$ cat config.mk
export PLATFORM = sky130hd
export DESIGN_NAME = usb_bus_monitor
export DESIGN_NICKNAME = d
export VERILOG_FILES = /design/src/rtl/usb_mon_pkg.sv /design/src/rtl/usb_line_watch.sv /design/src/rtl/usb_frame_track.sv /design/src/rtl/usb_flag_bank.sv /design/src/rtl/usb_bus_monitor.sv
export SDC_FILE = /design/constraint.sdc
export NUM_CORES = 1
export LEC_CHECK = 0
export ABC_AREA = 1
export CAP_MARGIN = 5
export CORE_ASPECT_RATIO = 0.75
export CORE_UTILIZATION = 46
export CTS_BUF_LIST = sky130_fd_sc_hd__clkbuf_4 sky130_fd_sc_hd__clkbuf_8 sky130_fd_sc_hd__clkbuf_16
export DETAILED_ROUTE_END_ITERATION = 10
export DONT_BUFFER_PORTS = 1
export RECOVER_POWER = 25
export REMOVE_ABC_BUFFERS = 1
export SLEW_MARGIN = 20
export SYNTH_ARGS = -nofsm -noshare
export SYNTH_HDL_FRONTEND = slang
export SYNTH_HIERARCHICAL = 1
export SYNTH_SLANG_ARGS = --single-unit
export TNS_END_PERCENT = 20
$ cat constraint.sdc
create_clock -name clk -period 3.8 [get_ports clk]
set_input_delay 0.57 -clock clk [delete_from_list [all_inputs] [get_ports clk]]
set_output_delay 0.57 -clock clk [all_outputs]
set_load 0.05 [all_outputs]
$ cat src/rtl/usb_mon_pkg.sv
package usb_mon_pkg;
  typedef enum logic [1:0] {
    LS_SE0 = 2'b00,
    LS_J   = 2'b01,
    LS_K   = 2'b10,
    LS_SE1 = 2'b11
  } line_e;

  localparam int FRAME_W = 11;
  localparam int NFLAG   = 6;

  localparam int FL_RESET  = 0;
  localparam int FL_SUSP   = 1;
  localparam int FL_RESUME = 2;
  localparam int FL_SOF    = 3;
  localparam int FL_ASOF   = 4;
  localparam int FL_MATCH  = 5;
endpackage

$ cat src/rtl/usb_line_watch.sv
module usb_line_watch
  import usb_mon_pkg::*;
#(
  parameter int RST_CYC  = 31,
  parameter int IDLE_CYC = 36000
) (
  input  logic       clk,
  input  logic       rst_n,
  input  logic [1:0] line_st,
  input  logic       usr_resume,
  output logic       rst_hit,
  output logic       susp_hit,
  output logic       resume_hit,
  output logic       suspended
);
  localparam int SW = $clog2(RST_CYC + 1);
  localparam int IW = $clog2(IDLE_CYC + 1);

  logic [SW-1:0] se0_cnt, se0_cnt_nxt;
  logic [IW-1:0] idle_cnt, idle_cnt_nxt;
  logic          susp_nxt;
  logic          is_se0, is_j, is_k;

  assign is_se0 = (line_st == LS_SE0);
  assign is_j   = (line_st == LS_J);
  assign is_k   = (line_st == LS_K);

  assign rst_hit    = is_se0 && (se0_cnt == SW'(RST_CYC - 1));
  assign susp_hit   = is_j && !suspended && (idle_cnt == IW'(IDLE_CYC - 1));
  assign resume_hit = (suspended && is_k) || usr_resume;

  always_comb begin
    se0_cnt_nxt = se0_cnt;
    if (!is_se0)
      se0_cnt_nxt = '0;
    else if (se0_cnt != SW'(RST_CYC))
      se0_cnt_nxt = se0_cnt + 1'b1;

    idle_cnt_nxt = idle_cnt;
    if (!is_j)
      idle_cnt_nxt = '0;
    else if (idle_cnt != IW'(IDLE_CYC))
      idle_cnt_nxt = idle_cnt + 1'b1;

    susp_nxt = suspended;
    if (rst_hit)
      susp_nxt = 1'b0;
    else if (susp_hit)
      susp_nxt = 1'b1;
    else if (resume_hit)
      susp_nxt = 1'b0;
  end

  always_ff @(posedge clk or negedge rst_n) begin
    if (!rst_n) begin
      se0_cnt   <= '0;
      idle_cnt  <= '0;
      suspended <= 1'b0;
    end else begin
      se0_cnt   <= se0_cnt_nxt;
      idle_cnt  <= idle_cnt_nxt;
      suspended <= susp_nxt;
    end
  end
endmodule

$ cat src/rtl/usb_frame_track.sv
module usb_frame_track
  import usb_mon_pkg::*;
#(
  parameter int FRAME_CYC = 12000,
  parameter int SOF_SLACK = 4
) (
  input  logic               clk,
  input  logic               rst_n,
  input  logic               sof_stb,
  input  logic [FRAME_W-1:0] sof_frame,
  input  logic [FRAME_W-1:0] frm_cmp,
  input  logic               disarm,
  output logic               asof_hit,
  output logic               match_hit,
  output logic [FRAME_W-1:0] frame_num
);
  localparam int LIMIT = FRAME_CYC + SOF_SLACK;
  localparam int TW    = $clog2(LIMIT + 1);

  logic [TW-1:0]      tmr, tmr_nxt;
  logic               armed, armed_nxt;
  logic [FRAME_W-1:0] frame_nxt;

  assign asof_hit  = armed && !sof_stb && (tmr == TW'(LIMIT - 1));
  assign match_hit = (sof_stb || asof_hit) && (frame_nxt == frm_cmp);

  always_comb begin
    frame_nxt = frame_num;
    if (sof_stb)
      frame_nxt = sof_frame;
    else if (asof_hit)
      frame_nxt = frame_num + 1'b1;

    tmr_nxt = '0;
    if (sof_stb)
      tmr_nxt = '0;
    else if (asof_hit)
      tmr_nxt = TW'(SOF_SLACK);
    else if (armed)
      tmr_nxt = tmr + 1'b1;

    armed_nxt = armed;
    if (disarm)
      armed_nxt = 1'b0;
    else if (sof_stb)
      armed_nxt = 1'b1;
  end

  always_ff @(posedge clk or negedge rst_n) begin
    if (!rst_n) begin
      tmr       <= '0;
      armed     <= 1'b0;
      frame_num <= '0;
    end else begin
      tmr       <= tmr_nxt;
      armed     <= armed_nxt;
      frame_num <= frame_nxt;
    end
  end
endmodule

$ cat src/rtl/usb_flag_bank.sv
module usb_flag_bank #(
  parameter int N = 6
) (
  input  logic         clk,
  input  logic         rst_n,
  input  logic [N-1:0] set,
  input  logic [N-1:0] clr,
  input  logic [N-1:0] mask,
  output logic [N-1:0] flags,
  output logic         irq
);
  logic [N-1:0] flags_nxt;

  generate
    for (genvar i = 0; i < N; i++) begin : g_bit
      always_comb begin
        flags_nxt[i] = flags[i];
        if (set[i])
          flags_nxt[i] = 1'b1;
        else if (clr[i])
          flags_nxt[i] = 1'b0;
      end
    end
  endgenerate

  always_ff @(posedge clk or negedge rst_n) begin
    if (!rst_n)
      flags <= '0;
    else
      flags <= flags_nxt;
  end

  assign irq = |(flags & mask);
endmodule

$ cat src/rtl/usb_bus_monitor.sv
module usb_bus_monitor
  import usb_mon_pkg::*;
#(
  parameter int RST_CYC   = 31,
  parameter int IDLE_CYC  = 36000,
  parameter int FRAME_CYC = 12000,
  parameter int SOF_SLACK = 4
) (
  input  logic               clk,
  input  logic               rst_n,
  input  logic [1:0]         line_st,
  input  logic               sof_stb,
  input  logic [FRAME_W-1:0] sof_frame,
  input  logic               usr_resume,
  input  logic [FRAME_W-1:0] frm_cmp,
  input  logic [NFLAG-1:0]   flag_mask,
  input  logic [NFLAG-1:0]   flag_clr,
  output logic [NFLAG-1:0]   flags,
  output logic               irq,
  output logic [FRAME_W-1:0] frame_num
);
  logic rst_hit, susp_hit, resume_hit, suspended;
  logic asof_hit, match_hit;
  logic [NFLAG-1:0] set_vec;

  usb_line_watch #(.RST_CYC(RST_CYC), .IDLE_CYC(IDLE_CYC)) u_line (
    .clk(clk), .rst_n(rst_n), .line_st(line_st), .usr_resume(usr_resume),
    .rst_hit(rst_hit), .susp_hit(susp_hit), .resume_hit(resume_hit),
    .suspended(suspended)
  );

  usb_frame_track #(.FRAME_CYC(FRAME_CYC), .SOF_SLACK(SOF_SLACK)) u_frame (
    .clk(clk), .rst_n(rst_n), .sof_stb(sof_stb), .sof_frame(sof_frame),
    .frm_cmp(frm_cmp), .disarm(rst_hit || susp_hit),
    .asof_hit(asof_hit), .match_hit(match_hit), .frame_num(frame_num)
  );

  always_comb begin
    set_vec            = '0;
    set_vec[FL_RESET]  = rst_hit;
    set_vec[FL_SUSP]   = susp_hit;
    set_vec[FL_RESUME] = resume_hit;
    set_vec[FL_SOF]    = sof_stb;
    set_vec[FL_ASOF]   = asof_hit;
    set_vec[FL_MATCH]  = match_hit;
  end

  usb_flag_bank #(.N(NFLAG)) u_flags (
    .clk(clk), .rst_n(rst_n), .set(set_vec), .clr(flag_clr),
    .mask(flag_mask), .flags(flags), .irq(irq)
  );
endmodule

==> out/qor.yml <==
startpoint_type: "flop"
antenna_found_initial: 0
leakagePower_nw: 1.82
reg2reg_from: "u_frame/frame_num[0]"
drtAntennaViolNets: 0
status: "complete, no violations"
grt_max_degree: 55
switching_power_mw: 0.373
clk_pin_slew_ns: 0.11
p_int_mw: 0.769
fmax_mhz: 422
wirelength_mm: 8.15
initial_core_util: 0.479
powerDensity_mw_per_mm2: 302
fp.dieH_um: 78.2
first_iter_violations: 149
port-buffer-count: 0
synth.largest_area_cell: "dfrtp_1"
fillers: 745
track_usage: 0.220
startpoint: "u_frame/frame_num[0]"
min_period_over_period: 0.624
slew_violations: 0
ys_ff_latch: 54
stdcell_area_mm2: 0.00378
fin_skew_ns: 0.00940
final_hold_viol_count: 0
io_pins: 58
synth_area_per_cell_um2: 6.90
seqPwrFrac: 0.574
root_buffer: "clkbuf_8"
cts.sinks: 54
period_minus_slack_ns: 2.37
cts_tree: "built"
ys_warn_count: 6
async_flop_share: 1.00
ir_drop_uv: 168
via_per_inst: 4.99
fp.dieW_um: 104
clockBufferDepth: 2
ys_seq_area_frac: 0.379
cts_resized: 0
clock_latency_ns: 0.32
finalNonFillerCells: 622
grt_pass1_vias: 2902
syn2layout_area_growth_pct: 6.29
whs_ns: 0.0901
postSynthCellCount: 516
coreArea_mm2: 0.00743
worst_setup_path_end_kind: "flop"
crit_type: "reg2reg"
synth_top_flop_cell: "dfrtp_1"
rows: 27
worst_pin_slew_ns: 0.687
drive_gt1_frac: 0.131
multiInputGateArea_mm2: 0.00185
maxCapViolations: 0
ys_top_cells_by_area: "dfrtp_1, nand2_1, inv_1"
synth_edf_count: 0
grt-ovfl-total: 0
synth_top_area_share: 0.379
fin_nets: 567
rsz0062_at_grt: "false"
drc: 0
required_ns: 4.06
pwr-share-comb: 0.112
dp_cells: 613
wl_per_cell_um: 13.1
register_area_mm2: 0.00135
place_area_mm2: 0.00366
htree_levels: 2
synth.distinct_cells: 36
hp-class: "in2async"
dieArea_mm2: 0.00810
syn_area_mm2: 0.00356
tns_ns: 0
relSlewSlack: 0.541
num_vias: 3105
finalSetupViolCount: 0
pwr-share-clk: 0.314
sw_frac_of_total: 0.326
yosys-top-cells-count: "nand2_1, inv_1, nor2_1"
antenna_cells: 0
gp_congestion: 0.824
cts_made_buffers: 5
dr.pass1.iters: 4
hpwl_mm: 6.12
cp.arrival_ns: 2.63
synth.most_common_cell: "nand2_1"
cp_max_fo: 6
grt_first_pass_wirelength_mm: 13.9
[power groups by stage]
stage	Sequential [mW]	Combinational, mW	Clock (mW)
2_1_floorplan	0.660	0.0921	0
3_3_place_gp	0.667	0.111	0
3_5_place_dp	0.667	0.113	0
4_1_cts	0.656	0.129	0.375
5_1_grt	0.659	0.150	0.397
6_report	0.656	0.128	0.358
[per-stage QoR]
step,utilization,setup WS (ns),total power [mW]
floorplan,-,1.72,0.752
global placement,0.493,1.35,0.778
detailed placement,0.493,1.29,0.780
CTS,0.509,1.42,1.16
global route,0.509,1.19,1.21
finish,0.509,1.43,1.14
[per-layer routing]
metal | global-route usage | up-vias | wire length, µm
met5 | 0 | - | 0
met4 | 0.0681 | 0 | 67
met3 | 0.0507 | 5 | 466
met2 | 0.307 | 74 | 3240
met1 | 0.331 | 1395 | 4380
li1 | - | 1631 | -
[flip-flops by register name, indices dropped and copies added, names as in the netlist]
register and count:
u_line/idle_cnt 16, u_flags/flags 6, u_frame/tmr 14, u_line/suspended 1, u_line/se0_cnt 5, u_frame/armed 1
u_frame/frame_num 11
[cells by family after synthesis]
logic type      count (synthesis)  synth area share
simple gates                  322             0.423
buf+inv                        92             0.100
flops                          54             0.379
compound gates                 39            0.0675
fa+ha+maj                       7            0.0246
xor+xnor                        2           0.00492
[layout make-up]
class	count	share of cell area
multi-input combinational	370	0.490
sequential	54	0.357
clock inverter	3	0.00694
tap	101	0.0334
inverter	88	0.0876
timing repair buffer	1	0.00727
clock buffer	5	0.0182
[cells in the final DEF (no fill, tap or decap), drive strengths merged]
cell type / count
nor4: 1
inv: 89
nand4: 13
nand3b: 5
dfrtp: 54
o21ai: 7
nand3: 50
nand2: 141
or2: 9
ha: 7
clkbuf: 5
o21bai: 10
nor3b: 2
o211ai: 1
nor3: 10
clkinv: 2
a21oi: 16
xor2: 1
and3: 4
buf: 1
a31oi: 2
xnor2: 1
o21a: 1
a211oi: 1
o31ai: 1
nor2: 87
[worst paths after layout]
| check | cells past startpoint | endpoint | slack (ns) |
|---|---|---|---|
| max in group asynchronous | 1 | u_frame/tmr[3] | 3.47 |
| setup reg to reg | 14 | u_flags/flags[5] | 1.43 |
| min in group clk | 1 | u_flags/flags[3] | 0.32 |
| hold / removal | 1 | u_frame/tmr[11] | 0.09 |
| setup / recovery | 14 | u_flags/flags[5] | 1.43 |
| hold reg to reg | 1 | u_frame/tmr[0] | 0.49 |
[timing repair]
item                                   4_1_cts  5_1_grt
hold buffers                                 1        0
endpoints found under the hold margin       54        0
setup buffers                                0        0
[critical path, stage by stage (launching register included)]
cell      delay, ns
dfrtp_1        0.74
ha_1           0.25
inv_1          0.08
nor3_2         0.27
nand2_1        0.08
nor2_1         0.14
nand3_1        0.08
nand3_1        0.11
nand2_1        0.08
nand2_1        0.06
nand2_1        0.04
nor2_1         0.09
nand2_1        0.07
nor2_1         0.11
o21bai_1       0.12
No activity file was read; power rests on OpenSTA's default activity.
